[src/rtl/conv_cal_seq_pkg.sv]
// Package: shared types for the conversion and calibration sequencer.
package conv_cal_seq_pkg;

    // Calibration kinds as decoded from the command stream.
    typedef enum logic [2:0] {
        CAL_SELF_BOTH = 3'd0,
        CAL_SELF_OFS  = 3'd1,
        CAL_SELF_GAIN = 3'd2,
        CAL_SYS_OFS   = 3'd3,
        CAL_SYS_GAIN  = 3'd4
    } cal_kind_e;

    // True for kinds that load the offset register.
    function automatic logic kind_hits_ofs(input logic [2:0] k);
        return (k == CAL_SELF_BOTH) || (k == CAL_SELF_OFS) || (k == CAL_SYS_OFS);
    endfunction

    // True for kinds that load the full-scale register.
    function automatic logic kind_hits_fs(input logic [2:0] k);
        return (k == CAL_SELF_BOTH) || (k == CAL_SELF_GAIN) || (k == CAL_SYS_GAIN);
    endfunction

    // True for kinds that may only run at unity gain.
    function automatic logic kind_needs_unity(input logic [2:0] k);
        return (k == CAL_SELF_BOTH) || (k == CAL_SELF_GAIN);
    endfunction

endpackage

[src/rtl/seq_period_gen.sv]
// Module: seq_period_gen
// Counts conversion periods and raises a tick on the last cycle of each one.
// It also handles resynchronisation: a sync request pulses the filter reset
// and holds the counter at zero until a serial clock edge releases it.
// Assumes: DATA_PERIOD >= 2, and sync_req/sclk_edge are single-cycle pulses.
module seq_period_gen #(
    parameter int DATA_PERIOD = 8,
    localparam int CW = (DATA_PERIOD > 1) ? $clog2(DATA_PERIOD) : 1
) (
    input  logic clk,
    input  logic rst_n,
    input  logic sync_req,
    input  logic sclk_edge,
    output logic tick,
    output logic filt_rst,
    output logic mod_hold
);
    localparam logic [CW-1:0] LAST = CW'(DATA_PERIOD - 1);

    logic [CW-1:0] cnt;

    // Period counter, parked at zero during a sync or while the modulator is held.
    always_ff @(posedge clk) begin
        if (!rst_n)                  cnt <= '0;
        else if (sync_req || mod_hold) cnt <= '0;
        else if (cnt == LAST)        cnt <= '0;
        else                         cnt <= cnt + 1'b1;
    end

    // Hold flag and one-cycle filter reset for the sync sequence.
    always_ff @(posedge clk) begin
        if (!rst_n) begin
            mod_hold <= 1'b0;
            filt_rst <= 1'b0;
        end else begin
            filt_rst <= sync_req;
            if (sync_req)                   mod_hold <= 1'b1;
            else if (mod_hold && sclk_edge) mod_hold <= 1'b0;
        end
    end

    assign tick = (cnt == LAST);

    // the held modulator never produces a period tick.
    assert_no_tick_in_hold_R10: assert property (@(posedge clk) disable iff (!rst_n)
        mod_hold |-> !tick);

    // a sync request is followed by a filter reset pulse and a hold.
    assert_sync_resets_R10: assert property (@(posedge clk) disable iff (!rst_n)
        sync_req |=> (filt_rst && mod_hold));
endmodule

[src/rtl/seq_cal_ctrl.sv]
// Module: seq_cal_ctrl
// Runs one calibration at a time. An accepted request lasts until the second
// period tick seen while busy. At completion the offset and/or full-scale
// registers are loaded from the measurement inputs.
// Assumes: cal_req is a one-cycle pulse; measurements are stable at completion.
module seq_cal_ctrl
    import conv_cal_seq_pkg::*;
#(
    parameter int WORD_W = 24
) (
    input  logic              clk,
    input  logic              rst_n,
    input  logic              cal_req,
    input  logic [2:0]        cal_kind,
    input  logic [2:0]        gain_code,
    input  logic              tick,
    input  logic [WORD_W-1:0] meas_ofs,
    input  logic [WORD_W-1:0] meas_fs,
    output logic              busy,
    output logic              done,
    output logic              err,
    output logic [WORD_W-1:0] ofs_q,
    output logic [WORD_W-1:0] fs_q
);
    logic       half_seen;
    logic [2:0] kind_q;
    logic       kind_known;
    logic       gain_bad;
    logic       start;

    assign kind_known = (cal_kind <= 3'(CAL_SYS_GAIN));
    assign gain_bad   = kind_needs_unity(cal_kind) && (gain_code != 3'd0);
    assign start      = cal_req && !busy && kind_known && !gain_bad;
    assign done       = busy && tick && half_seen;

    // Calibration state: start, first-period mark, completion and register loads.
    always_ff @(posedge clk) begin
        if (!rst_n) begin
            busy      <= 1'b0;
            half_seen <= 1'b0;
            kind_q    <= 3'd0;
            ofs_q     <= '0;
            fs_q      <= '0;
        end else if (done) begin
            busy      <= 1'b0;
            half_seen <= 1'b0;
            if (kind_hits_ofs(kind_q)) ofs_q <= meas_ofs;
            if (kind_hits_fs(kind_q))  fs_q  <= meas_fs;
        end else if (busy && tick) begin
            half_seen <= 1'b1;
        end else if (start) begin
            busy      <= 1'b1;
            half_seen <= 1'b0;
            kind_q    <= cal_kind;
        end
    end

    // Sticky flag for requests refused by the unity-gain rule.
    always_ff @(posedge clk) begin
        if (!rst_n)                                       err <= 1'b0;
        else if (cal_req && !busy && kind_known && gain_bad) err <= 1'b1;
    end

    // once raised, the error flag never clears without reset.
    assert_err_sticky_R7: assert property (@(posedge clk) disable iff (!rst_n)
        err |=> err);

    // a request during a running calibration neither ends it nor changes its kind.
    assert_busy_kept_R8: assert property (@(posedge clk) disable iff (!rst_n)
        (busy && cal_req && !tick) |=> (busy && $stable(kind_q)));

    // an offset-only completion leaves the full-scale register untouched.
    assert_ofs_only_keeps_fs_R6: assert property (@(posedge clk) disable iff (!rst_n)
        (done && !kind_hits_fs(kind_q)) |=> $stable(fs_q));
endmodule

[src/rtl/seq_data_gate.sv]
// Module: seq_data_gate
// Owns the output register and the active-low data-ready strobe. Each accepted
// filter word first raises data-ready for one cycle, then lands in the
// register with data-ready low. Words are dropped while calibrating, and the
// first word after a calibration is dropped as well.
// Assumes: filt_valid pulses are spaced by more than two cycles.
module seq_data_gate #(
    parameter int WORD_W = 24
) (
    input  logic              clk,
    input  logic              rst_n,
    input  logic              filt_valid,
    input  logic [WORD_W-1:0] filt_data,
    input  logic              rd_done,
    input  logic              cal_busy,
    input  logic              cal_done,
    output logic              drdy_n,
    output logic [WORD_W-1:0] dout
);
    logic              pend;
    logic              discard;
    logic [WORD_W-1:0] pend_data;

    // Data-ready handshake, pending update and post-calibration discard.
    always_ff @(posedge clk) begin
        if (!rst_n) begin
            drdy_n    <= 1'b1;
            dout      <= '0;
            pend      <= 1'b0;
            discard   <= 1'b0;
            pend_data <= '0;
        end else if (cal_done) begin
            drdy_n  <= 1'b0;
            discard <= 1'b1;
            pend    <= 1'b0;
        end else if (pend) begin
            dout   <= pend_data;
            drdy_n <= 1'b0;
            pend   <= 1'b0;
        end else if (filt_valid && !cal_busy) begin
            if (discard) begin
                discard <= 1'b0;
            end else begin
                pend      <= 1'b1;
                pend_data <= filt_data;
                drdy_n    <= 1'b1;
            end
        end else if (rd_done) begin
            drdy_n <= 1'b1;
        end
    end

    // the output register only changes after a cycle with data-ready high.
    assert_update_after_high_R2: assert property (@(posedge clk) disable iff (!rst_n)
        !$stable(dout) |-> $past(drdy_n));
endmodule

[src/rtl/conv_cal_seq.sv]
// Module: conv_cal_seq (top)
// Wires the period generator, calibration controller and data gate together,
// and builds the register read view with data-ready in bit 7.
// Assumes: all request inputs are synchronous single-cycle pulses.
module conv_cal_seq
    import conv_cal_seq_pkg::*;
#(
    parameter int DATA_PERIOD = 8,
    parameter int WORD_W      = 24
) (
    input  logic              clk,
    input  logic              rst_n,
    input  logic              cal_req,
    input  logic [2:0]        cal_kind,
    input  logic [2:0]        gain_code,
    input  logic [WORD_W-1:0] meas_ofs,
    input  logic [WORD_W-1:0] meas_fs,
    input  logic              filt_valid,
    input  logic [WORD_W-1:0] filt_data,
    input  logic              rd_done,
    input  logic              sync_req,
    input  logic              sclk_edge,
    input  logic [6:0]        acr_cfg,
    output logic              period_tick,
    output logic              filt_rst,
    output logic              mod_hold,
    output logic              drdy_n,
    output logic [WORD_W-1:0] dout_word,
    output logic              cal_busy,
    output logic              cal_err,
    output logic [WORD_W-1:0] ofs_reg,
    output logic [WORD_W-1:0] fs_reg,
    output logic [7:0]        acr_rd
);
    logic cal_done;

    seq_period_gen #(.DATA_PERIOD(DATA_PERIOD)) u_period (
        .clk      (clk),
        .rst_n    (rst_n),
        .sync_req (sync_req),
        .sclk_edge(sclk_edge),
        .tick     (period_tick),
        .filt_rst (filt_rst),
        .mod_hold (mod_hold)
    );

    seq_cal_ctrl #(.WORD_W(WORD_W)) u_cal (
        .clk      (clk),
        .rst_n    (rst_n),
        .cal_req  (cal_req),
        .cal_kind (cal_kind),
        .gain_code(gain_code),
        .tick     (period_tick),
        .meas_ofs (meas_ofs),
        .meas_fs  (meas_fs),
        .busy     (cal_busy),
        .done     (cal_done),
        .err      (cal_err),
        .ofs_q    (ofs_reg),
        .fs_q     (fs_reg)
    );

    seq_data_gate #(.WORD_W(WORD_W)) u_gate (
        .clk       (clk),
        .rst_n     (rst_n),
        .filt_valid(filt_valid),
        .filt_data (filt_data),
        .rd_done   (rd_done),
        .cal_busy  (cal_busy),
        .cal_done  (cal_done),
        .drdy_n    (drdy_n),
        .dout      (dout_word)
    );

    assign acr_rd = {drdy_n, acr_cfg};

    // calibration end and the completion strobe happen on the same edge.
    assert_cal_end_drdy_R5: assert property (@(posedge clk) disable iff (!rst_n)
        $fell(cal_busy) |-> !drdy_n);

    // the register view always carries the live data-ready level.
    assert_mirror_R4: assert property (@(posedge clk) disable iff (!rst_n)
        acr_rd[7] == drdy_n);
endmodule

[config.mk]
export PLATFORM = sky130hd
export DESIGN_NAME = conv_cal_seq
export DESIGN_NICKNAME = d
export VERILOG_FILES = /design/src/rtl/conv_cal_seq_pkg.sv /design/src/rtl/seq_period_gen.sv /design/src/rtl/seq_cal_ctrl.sv /design/src/rtl/seq_data_gate.sv /design/src/rtl/conv_cal_seq.sv
export SDC_FILE = /design/constraint.sdc
export NUM_CORES = 1
export LEC_CHECK = 0
export ABC_AREA = 1
export BUFFER_PORTS_ARGS = -buffer_cell sky130_fd_sc_hd__buf_4
export CAP_MARGIN = 40
export CELL_PAD_IN_SITES_DETAIL_PLACEMENT = 1
export CELL_PAD_IN_SITES_GLOBAL_PLACEMENT = 1
export CORE_MARGIN = 4
export CORE_UTILIZATION = 35
export CTS_CLUSTER_DIAMETER = 30
export CTS_CLUSTER_SIZE = 40
export DETAILED_ROUTE_END_ITERATION = 6
export PLACE_DENSITY = 0.95
export SYNTH_ARGS = -nofsm -noshare
export SYNTH_HDL_FRONTEND = slang
export SYNTH_SLANG_ARGS = --single-unit
[constraint.sdc]
create_clock -name clk -period 2.6 [get_ports clk]
set_clock_uncertainty 0.05 [all_clocks]
set_input_delay 0 -clock clk [delete_from_list [all_inputs] [get_ports clk]]
set_output_delay 0 -clock clk [all_outputs]
set_load 0.01 [all_outputs]
==> metrics.log, run 1 <==
[metrics] run status: complete, but fails checks
[metrics] failing checks: hold timing
[metrics] global-route wire length before repair: roughly 23000 um
[metrics] slack of the worst reg-to-reg path: 550 ps
[metrics] # Max-Cap Violations: 0
[metrics] data required time at the worst endpoint: 2840 ps
[metrics] layout overhead on the synthesized area: 56.8%
[metrics] full die area: roughly 0.013 mm2
[metrics] largest net degree at the start of global routing: between 80 and 90
[metrics] FFs w/ async S/R, synth: 0
[metrics] Max transition margin: 0.500
[metrics] post-synth top area cell: dfxtp_1
[metrics] cell area power density: 572 mW/mm2
[metrics] clock buffer depth: 2
[metrics] total DRC errors in the routed layout: 0
[metrics] worst r2r src: u_period.cnt[0]$_SDFF_PP0_
[metrics] number of standard cells after synthesis: about 500
[metrics] Horiz. Die Dim: between 100 and 150 um
[metrics] maximum ir drop on the vdd rail: 0.407 mV
[metrics] leading post-synthesis cells by cell area: dfxtp_1 (54%), nor2_1 (18%), o21ai_0 (10%)
[metrics] die outline height: 116 um
[metrics] Synth cell types: 25
[metrics] unrepaired setup endpoints after global routing: false
[metrics] Largest delay share family, worst path: buffers and inverters
[metrics] synthesized flop and latch total: 110
[metrics] class of the worst hold path: input pin to register
[metrics] largest stage delay on the critical path: between 600 and 700 ps
[metrics] number of nets still failing antenna checks after routing: 0
[metrics] worst reg-to-reg path cell count: 7
[metrics] clock root buffer: clkbuf_16
[metrics] vias in the first global route: approximately 4.6k
[metrics] via count: 4244
[metrics] detail-routed net length per standard cell: ~16 um
[metrics] final-report setup violation count: 0
[metrics] CP endpoint kind: register
[metrics] Min-Delay Endpoint: u_gate.drdy_n$_SDFFE_PN1P_
[metrics] ordered cell list for the critical path: ha_1 > ha_1 > nand3_4 > nand2_4 > inv_1 > nor2_1 > nor2_1
[metrics] Startpoint Class: register
[metrics] highest attainable clock frequency: 487 MHz
[metrics] ratio of cells with drive above 1 in the final layout: 0.277
[metrics] number of synthesized flops with an enable pin: 0
[metrics] Synth top cells by count: nor2_1 (196), dfxtp_1 (110), o21ai_0 (81)
[metrics] initial drt markers: approximately 190
[metrics] clock slew seen by the registers of the worst setup and hold paths: 70 ps
[metrics] count of buffers added by post-CTS timing repair for setup: 0
[metrics] Hold Path Cell Cnt: 7
[metrics] critical-path maximum fanout: 25
[metrics] number of antenna violations at the first check in global routing: 0
[metrics] effective utilization at floorplan: 0.357
[metrics] area of the core: ~0.011 mm2
[metrics] endpoints failing hold: 1
[metrics] routed vias/inst: 4.78
[metrics] sinks on the clock net: 110
[metrics] Setup TNS: 0 ps
[metrics] worst slack on hold paths: -4.02 ps
[metrics] share of the synthesized area in the top cell type: 0.541
[metrics] leakage: slightly below 0.003 uW
[metrics] cell with the biggest individual delay on the critical path: inv_1
[metrics] Bufs and invs on worst path: 1
[metrics] most common cell in the netlist: nor2_1
[metrics] Net Count, Synth: just over 600
[metrics] Crit Path Category: register to register
[metrics] post-layout minimum cycle time: slightly above 2000 ps
[metrics] transition time at the pin with the least slew margin: ~750 ps
[metrics] reg2reg end: u_gate.dout[12]$_SDFFE_PN0P_
[metrics] FP Rows: 39
[metrics] count of yosys warnings during synthesis: 0
[metrics] final net count: approximately 830
[metrics] synthesized cell area: between 0.004 and 0.005 mm2
[metrics] TritonCTS Buffers: 9
[metrics] most used flip-flop cell after synthesis: dfxtp_1
[metrics] first-pass iteration count of the detailed router: 4
[metrics] mean instance size in the synthesized netlist: roughly 8 um2
[metrics] startpoint of the lowest-slack hold path: rd_done
[metrics] post-route cell area: approximately 0.0064 mm2
[metrics] gr usage total: 0.215
[metrics] final worst-path cycle share: 0.790
[metrics] overall overflow remaining after global route: 0
[metrics] post-detailed-placement half-perimeter wirelength: 8760 um
[metrics] RePlAce Congestion: a little over 0.7
[metrics] clock latency at the later pin of the worst-skew pair: 350 ps
[metrics] number of diodes: 0
[metrics] proportion of synthesized chip area in sequential cells: 0.541
[metrics] CTS tree: built
[metrics] arrival time at the worst endpoint: 2290 ps
[metrics] Placed Area: between 0.005 and 0.006 mm2
[metrics] I/O Buffers: between 150 and 200
[metrics] top-level port count: approximately 180
[metrics] drt total wl: 14300 um
[metrics] Final Max Tran Viols: 0
[metrics] Max H-tree Level: 3
[stage by stage]
| step | cells | setup slack (ps) | power [uW] | util |
|---|---|---|---|---|
| floorplan | 515 | 1020 | 2030 | - |
| global placement | 788 | 679 | 2200 | 0.461 |
| detailed placement | 788 | 544 | 2220 | 0.461 |
| CTS | 888 | 537 | 3670 | 0.560 |
| global route | 888 | 368 | 3830 | 0.560 |
| finish | 888 | 546 | 3650 | 0.560 |
[area by class of cell]
class,count,area [um2]
fillers,1359,5030
flip-flops and latches,110,2200
repair buffers,249,2080
multi-input cells,347,1550
clock buffers,9,225
well taps,143,179
inverters,23,88.8
clock inverters,7,61.3
[state kept, by name (all words and copies together), names as in the netlist]
signal             flops
u_period.cnt           3
u_cal.kind_q           3
u_gate.drdy_n          1
u_cal.half_seen        1
u_period.filt_rst      1
u_cal.fs_q            24
u_gate.pend_data      24
u_gate.dout           24
u_gate.pend            1
u_cal.busy             1
u_gate.discard         1
u_period.mod_hold      1
u_cal.ofs_q           24
u_cal.err              1
[power by group]
group | switching, uW | internal, uW
logic | 226 | 267
clock network | 686 | 672
registers | 44.2 | 1760
[cell usage in the layout (no fill, tap or decap), types with 2 or more instances in the layout]
master	Yosys	final
inv_6	0	4
nor2_2	11	11
nand2_1	21	21
inv_2	4	4
nand2_4	3	3
nand3_1	3	3
clkbuf_16	0	9
clkinvlp_4	0	2
ha_1	2	2
nor2_1	196	196
buf_4	8	165
a21oi_1	6	6
dfxtp_1	110	110
o21ai_0	81	81
nor2_4	3	3
dlygate4sd3_1	0	84
inv_1	18	18
o21ai_1	15	15
[worst max-delay path by stage]
stage / cells after the start / endpoint / start
floorplan: 8 / u_cal.fs_q[0]$_SDFFE_PN0P_ / u_period.cnt[0]$_SDFF_PP0_
global placement: 7 / u_gate.dout[15]$_SDFFE_PN0P_ / u_period.cnt[0]$_SDFF_PP0_
detailed placement: 7 / u_gate.dout[12]$_SDFFE_PN0P_ / u_period.cnt[0]$_SDFF_PP0_
CTS: 7 / u_gate.dout[12]$_SDFFE_PN0P_ / u_period.cnt[0]$_SDFF_PP0_
global route: 7 / u_gate.dout[1]$_SDFFE_PN0P_ / u_period.cnt[0]$_SDFF_PP0_
finish: 7 / u_gate.dout[12]$_SDFFE_PN0P_ / u_period.cnt[0]$_SDFF_PP0_
[layer usage]
| layer | track usage | up-vias | wire [um] |
|---|---|---|---|
| met4 | 0.0928 | 0 | 529 |
| met3 | 0.0601 | 42 | 907 |
| met2 | 0.412 | 145 | 7750 |
| met5 | 0 | - | 0 |
| li1 | - | 2068 | - |
| met1 | 0.215 | 1989 | 5090 |
[cells by family (layout without fill, tap and decap cells)]
kind of cell / after synthesis / in the layout / share of synthesized area
adders and majority gates: 2 / 2 / 0.00614
buffers and inverters: 58 / 288 / 0.0783
and+or+nand+nor: 242 / 242 / 0.248
AOI/OAI and AO/OA: 103 / 103 / 0.127
DFF: 110 / 110 / 0.541
[what timing repair did]
action / in CTS / in global routing
resized for setup: 0 / 0
endpoints found under the hold margin: 87 / 0
hold buffers: 84 / 0
[worst min-delay path: stages]
cell,delay (ps)
buf_4,80
inv_1,30
nand2_1,50
nand2_1,50
nand2_1,50
nand2_1,40
nand2_1,60
No activity file was read; power rests on OpenSTA's default activity.
==> inputs of run 2 (changes only) <==
--- a/config.mk
+++ b/config.mk
@@ -11,11 +11,11 @@
 export CELL_PAD_IN_SITES_DETAIL_PLACEMENT = 1
 export CELL_PAD_IN_SITES_GLOBAL_PLACEMENT = 1
 export CORE_MARGIN = 4
-export CORE_UTILIZATION = 35
+export CORE_UTILIZATION = 33
 export CTS_CLUSTER_DIAMETER = 30
 export CTS_CLUSTER_SIZE = 40
 export DETAILED_ROUTE_END_ITERATION = 6
-export PLACE_DENSITY = 0.95
+export PLACE_DENSITY = 0.9
 export SYNTH_ARGS = -nofsm -noshare
 export SYNTH_HDL_FRONTEND = slang
 export SYNTH_SLANG_ARGS = --single-unit
==> constraint.sdc (replaced) <==
create_clock -name clk -period 1.94 [get_ports clk]
set_clock_uncertainty 0.05 [all_clocks]
set_input_delay 0 -clock clk [delete_from_list [all_inputs] [get_ports clk]]
set_output_delay 0 -clock clk [all_outputs]
set_load 0.01 [all_outputs]
==> metrics.log, run 2 (synthesis results as in run 1) <==
[metrics] run status: finished clean
[metrics] Placed Area: roughly 0.0053 mm2
[metrics] Setup TNS: 0 ps
[metrics] largest net degree at the start of global routing: 57
[metrics] commonest non-fill, non-tap cells in the layout: nor2_1 (196), buf_4 (166), dfxtp_1 (110)
[metrics] critical-path maximum fanout: 25
[metrics] Max H-tree Level: 3
[metrics] worst reg-to-reg path cell count: 8
[metrics] class of the worst hold path: input pin to register
[metrics] Horiz. Die Dim: 119 um
[metrics] Crit Path Category: register to register
[metrics] count of buffers added by post-CTS timing repair for setup: 0
[metrics] leading cell type in the layout, fill and taps excluded: nor2_1
[metrics] arrival time at the worst endpoint: roughly 2000 ps
[metrics] top-level port count: about 180
[metrics] CTS tree: built
[metrics] gr usage total: 0.208
[metrics] sinks on the clock net: 110
[metrics] maximum ir drop on the vdd rail: ~0.36 mV
[metrics] clock root buffer: clkbuf_16
[metrics] data required time at the worst endpoint: ~2100 ps
[metrics] combined flip-flop and latch cell area: ~0.0022 mm2
[metrics] cell area power density: between 700 and 800 mW/mm2
[metrics] FP Rows: 40
[metrics] Startpoint Class: register
[metrics] overall overflow remaining after global route: 0
[metrics] clock buffer depth: 2
[metrics] total DRC errors in the routed layout: 0
[metrics] layout overhead on the synthesized area: 59.5%
[metrics] number of antenna violations at the first check in global routing: 3
[metrics] Bufs and invs on worst path: 2
[metrics] critical path endpoint: u_gate.dout[9]$_SDFFE_PN0P_
[metrics] reg2reg end: u_gate.dout[9]$_SDFFE_PN0P_
[metrics] combined area of the multi-input logic cells: ~0.0016 mm2
[metrics] # Max-Cap Violations: 0
[metrics] clock slew seen by the registers of the worst setup and hold paths: roughly 80 ps
[metrics] post-detailed-placement half-perimeter wirelength: between 8000 and 9000 um
[metrics] drt total wl: between 10000 and 15000 um
[metrics] initial drt markers: about 250
[metrics] worst slack on hold paths: 72.7 ps
[metrics] die outline height: approximately 120 um
[metrics] clock latency at the later pin of the worst-skew pair: 340 ps
[metrics] largest stage delay on the critical path: about 340 ps
[metrics] via count: ~4.2k
[metrics] CP endpoint kind: register
[metrics] post-layout minimum cycle time: 1780 ps
[metrics] Largest delay share family, worst path: simple AND/OR/NAND/NOR gates
[metrics] area of the core: 0.0121 mm2
[metrics] vias in the first global route: ~4.7k
[metrics] I/O Buffers: 163
[metrics] effective utilization at floorplan: 0.338
[metrics] Max transition margin: 0.682
[metrics] slack of the worst reg-to-reg path: 160 ps
[metrics] unrepaired setup endpoints after global routing: true
[metrics] leakage: slightly below 0.003 uW
[metrics] full die area: between 0.01 and 0.015 mm2
[metrics] Worst setup startpoint: u_period.cnt[0]$_SDFF_PP0_
[metrics] final-report setup violation count: 0
[metrics] number of nets still failing antenna checks after routing: 0
[metrics] transition time at the pin with the least slew margin: roughly 480 ps
[metrics] logic depth of the worst setup path including buffers: 8
[metrics] global-route wire length before repair: around 24000 um
[metrics] final worst-path cycle share: 0.919
[metrics] endpoints failing hold: 0
[metrics] RePlAce Congestion: approximately 0.76
[metrics] first-pass iteration count of the detailed router: 4
[metrics] Final Max Tran Viols: 0
[metrics] detail-routed net length per standard cell: between 15 and 20 um
[metrics] highest attainable clock frequency: between 500 and 600 MHz
[metrics] worst r2r src: u_period.cnt[0]$_SDFF_PP0_
[metrics] final net count: between 800 and 900
[metrics] filler instances: around 1.4k
[metrics] post-route cell area: roughly 0.0065 mm2
[metrics] routed vias/inst: ~4.6
[metrics] ordered cell list for the critical path: ha_1 > ha_1 > nand3_4 > nand2_4 > inv_1 > buf_6 > nor2_1 > nor2_1
[metrics] ratio of cells with drive above 1 in the final layout: 0.278
[metrics] cell with the biggest individual delay on the critical path: dfxtp_1
[metrics] TritonCTS Buffers: 9
## run 2: cell types whose count changed in the layout (fill, tap and decap cells not counted), sizes merged
cell and change:
buf +2, bufinv +1, clkbuf +2, clkinv +2, clkinvlp -1, diode +4, dlygate4sd3 +2, inv -4
## run 2: repair_timing
item / 4_1_cts / 5_1_grt
hold buffers: 86 / 0
setup endpoints to repair: 0 / 29
gates resized for setup: 0 / 5
endpoints found under the hold margin: 89 / 0
## run 2: power breakdown
part / internal, uW / leakage, uW / total (uW) / switching, uW
Combinational: 363 / 0.00192 / 667 / 304
Clock: 1070 / 0.000152 / 1910 / 840
Sequential: 2360 / 0.000897 / 2420 / 60.5
## run 2: worst min path at each step
stage	slack (ps)	start	to	cells after the start
floorplan	40	acr_cfg[0]	acr_rd[0]	1
global placement	-50	acr_cfg[0]	acr_rd[0]	0
detailed placement	-50	acr_cfg[0]	acr_rd[0]	0
CTS	70	cal_req	u_cal.busy$_SDFFE_PP0P_	5
global route	110	rst_n	u_cal.kind_q[1]$_SDFFE_PN0P_	3
finish	70	cal_req	u_cal.busy$_SDFFE_PP0P_	5
## run 2: cell type report
type	instances	area share
diodes	4	0.00154
clock buffers	11	0.0389
clock inverters	5	0.00866
inverters	23	0.0148
multi-input cells	347	0.239
flip-flops and latches	110	0.339
well taps	168	0.0323
repair buffers	253	0.326
## run 2: stage by stage
step	cells	power [uW]	setup WS, ps	util
2_1_floorplan	515	2730	360	-
3_3_place_gp	815	2950	219	0.440
3_5_place_dp	815	2980	79.2	0.440
4_1_cts	917	5040	25.9	0.537
5_1_grt	920	5240	-5.61	0.539
6_report	921	5000	156	0.539
## run 2: metal layers
metal,global-route usage,wire length [um],up-vias
li1,-,-,2078
met1,0.217,5430,1972
met2,0.383,7790,132
met3,0.0522,778,38
met4,0.108,507,0
met5,0,0,-
## run 2: worst min-delay path, cell delays in order
cell and delay (ps):
buf_4 110, nand2_1 60, nor2_1 110, nand2_1 100
a21oi_1 60
==> inputs of run 3 (changes only) <==
--- a/config.mk
+++ b/config.mk
@@ -7,7 +7,7 @@
 export LEC_CHECK = 0
 export ABC_AREA = 1
 export BUFFER_PORTS_ARGS = -buffer_cell sky130_fd_sc_hd__buf_4
-export CAP_MARGIN = 40
+export CAP_MARGIN = 0
 export CELL_PAD_IN_SITES_DETAIL_PLACEMENT = 1
 export CELL_PAD_IN_SITES_GLOBAL_PLACEMENT = 1
 export CORE_MARGIN = 4
@@ -15,7 +15,8 @@
 export CTS_CLUSTER_DIAMETER = 30
 export CTS_CLUSTER_SIZE = 40
 export DETAILED_ROUTE_END_ITERATION = 6
-export PLACE_DENSITY = 0.9
+export GPL_ROUTABILITY_DRIVEN = 0
+export PLACE_DENSITY = 0.77
 export SYNTH_ARGS = -nofsm -noshare
 export SYNTH_HDL_FRONTEND = slang
 export SYNTH_SLANG_ARGS = --single-unit
==> metrics.log, run 3 (synthesis results as in run 1) <==
[metrics] layout overhead on the synthesized area: 58.8%
[metrics] final worst-path cycle share: 0.914
[metrics] post-route non-filler standard cell count: between 900 and 1k
[metrics] area of the core: 0.0121 mm2
[metrics] via count: between 4k and 5k
[metrics] sinks on the clock net: 110
[metrics] Horiz. Die Dim: about 120 um
[metrics] leakage: between 0.002 and 0.003 uW
[metrics] drt total wl: about 14000 um
[metrics] routed vias/inst: around 4.6
[metrics] commonest non-fill, non-tap cells in the layout: nor2_1 (196), buf_4 (169), dfxtp_1 (110)
[metrics] CTS tree: built
[metrics] final-report setup violation count: 0
[metrics] reg2reg end: u_cal.ofs_q[20]$_SDFFE_PN0P_
[metrics] clock slew seen by the registers of the worst setup and hold paths: approximately 70 ps
[metrics] leading cell type in the layout, fill and taps excluded: nor2_1
[metrics] maximum ir drop on the vdd rail: 0.515 mV
[metrics] TritonCTS Buffers: 9
[metrics] total instance count after detailed placement: between 800 and 900
[metrics] arrival time at the worst endpoint: 1970 ps
[metrics] critical-path maximum fanout: 25
[metrics] post-layout minimum cycle time: about 1800 ps
[metrics] slack of the worst reg-to-reg path: approximately 170 ps
[metrics] Final Max Tran Viols: 0
[metrics] clock latency at the later pin of the worst-skew pair: around 350 ps
[metrics] detail-routed net length per standard cell: 15.1 um
[metrics] final net count: roughly 840
[metrics] top-level port count: about 180
[metrics] cell area power density: ~740 mW/mm2
[metrics] first-pass iteration count of the detailed router: 4
[metrics] run status: finished clean
[metrics] clock buffer depth: 2
[metrics] vias in the first global route: roughly 4.6k
[metrics] Max transition margin: 0.696
[metrics] transition time at the pin with the least slew margin: around 450 ps
[metrics] total DRC errors in the routed layout: 0
[metrics] gr usage total: 0.198
[metrics] post-detailed-placement half-perimeter wirelength: approximately 8500 um
[metrics] Min-Delay Endpoint: u_cal.err$_SDFFE_PN0P_
[metrics] highest attainable clock frequency: roughly 560 MHz
[metrics] effective utilization at floorplan: 0.338
[metrics] CP endpoint kind: register
[metrics] die outline height: 119 um
[metrics] filler instances: roughly 1.5k
[metrics] Hold Path Cell Cnt: 5
[metrics] unrepaired setup endpoints after global routing: false
[metrics] clock root buffer: clkbuf_16
[metrics] # Max-Cap Violations: 0
[metrics] startpoint of the lowest-slack hold path: cal_req
[metrics] initial drt markers: ~170
[metrics] FP Rows: 40
[metrics] ratio of cells with drive above 1 in the final layout: 0.276
[metrics] Setup TNS: 0 ps
[metrics] Max H-tree Level: 3
[metrics] global-route wire length before repair: 22400 um
[metrics] full die area: between 0.01 and 0.015 mm2
[metrics] worst r2r src: u_period.cnt[0]$_SDFF_PP0_
[metrics] count of buffers added by post-CTS timing repair for setup: 0
[metrics] number of nets still failing antenna checks after routing: 0
[metrics] largest net degree at the start of global routing: between 50 and 60
[metrics] overall overflow remaining after global route: 0
[metrics] Startpoint Class: register
[metrics] data required time at the worst endpoint: approximately 2100 ps
[metrics] Crit Path Category: register to register
[metrics] worst reg-to-reg path cell count: 8
[metrics] endpoints failing hold: 0
[metrics] I/O Buffers: between 150 and 200
[metrics] class of the worst hold path: input pin to register
[metrics] number of antenna violations at the first check in global routing: 1
==> run 3: cell count changes in the layout (fill, tap and decap cells not counted), sizes merged <==
cell / previous run / this run
dlygate4sd3: 86 / 87
buf: 167 / 169
bufinv: 1 / 0
diode: 4 / 1
==> run 3: power by group <==
| part | leakage [uW] | internal, uW | switching [uW] |
|---|---|---|---|
| logic | 0.00193 | 368 | 300 |
| clock network | 0.000126 | 875 | 839 |
| registers | 0.000897 | 2360 | 55.6 |
| total | 0.00295 | 3600 | 1190 |
==> run 3: worst max-delay path, cell delays in order, from the launching register on <==
cell and delay (ps):
dfxtp_1 320, ha_1 200, ha_1 240, nand3_4 160
inv_2 70, nand2_4 230, inv_6 140, nor2_1 180
nor2_1 70
==> run 3: worst max path at each step <==
stage	startpoint	endpoint	slack (ps)	cells past startpoint
floorplan	u_period.cnt[0]$_SDFF_PP0_	u_cal.fs_q[0]$_SDFFE_PN0P_	360	8
global placement	u_period.cnt[0]$_SDFF_PP0_	u_cal.ofs_q[14]$_SDFFE_PN0P_	230	8
detailed placement	u_period.cnt[0]$_SDFF_PP0_	u_cal.ofs_q[21]$_SDFFE_PN0P_	90	8
CTS	u_period.cnt[0]$_SDFF_PP0_	u_cal.ofs_q[14]$_SDFFE_PN0P_	70	8
global route	u_period.cnt[0]$_SDFF_PP0_	u_cal.ofs_q[1]$_SDFFE_PN0P_	60	8
finish	u_period.cnt[0]$_SDFF_PP0_	u_cal.ofs_q[20]$_SDFFE_PN0P_	170	8
==> run 3: per-layer routing <==
metal	vias up	global-route usage	share of wire
li1	2077	-	-
met1	1987	0.183	0.36
met2	140	0.380	0.55
met3	47	0.0655	0.054
met4	0	0.101	0.040
met5	-	0	0
==> run 3: area by class of cell <==
cell class / instances / area [um2] / share of cell area
multi-input cells: 347 / 1550 / 0.240
well taps: 168 / 210 / 0.0325
inverters: 23 / 93.8 / 0.0145
clock inverters: 4 / 33.8 / 0.00522
diodes: 1 / 2.50 / 0.000387
flip-flops and latches: 110 / 2200 / 0.340
repair buffers: 256 / 2140 / 0.331
clock buffers: 11 / 233 / 0.0360
==> run 3: repair_timing <==
item / 4_1_cts / 5_1_grt
resized for setup: 0 / 3
endpoints found under the hold margin: 90 / 0
setup endpoints to repair: 0 / 24
hold buffers: 87 / 0
==> run 3: per-stage QoR <==
step           total power [uW]  hold slack (ps)  setup WS, ps  utilization  cell area (um2)
3_5_place_dp               2980            -49.9          92.6        0.441             5320
3_3_place_gp               2960            -49.9           227        0.441             5320
4_1_cts                    4840             70.1          65.8        0.536             6460
2_1_floorplan              2730             41.8           360            -             4070
5_1_grt                    5040              122          55.2        0.536             6470
6_report                   4790             85.7           167        0.536             6470
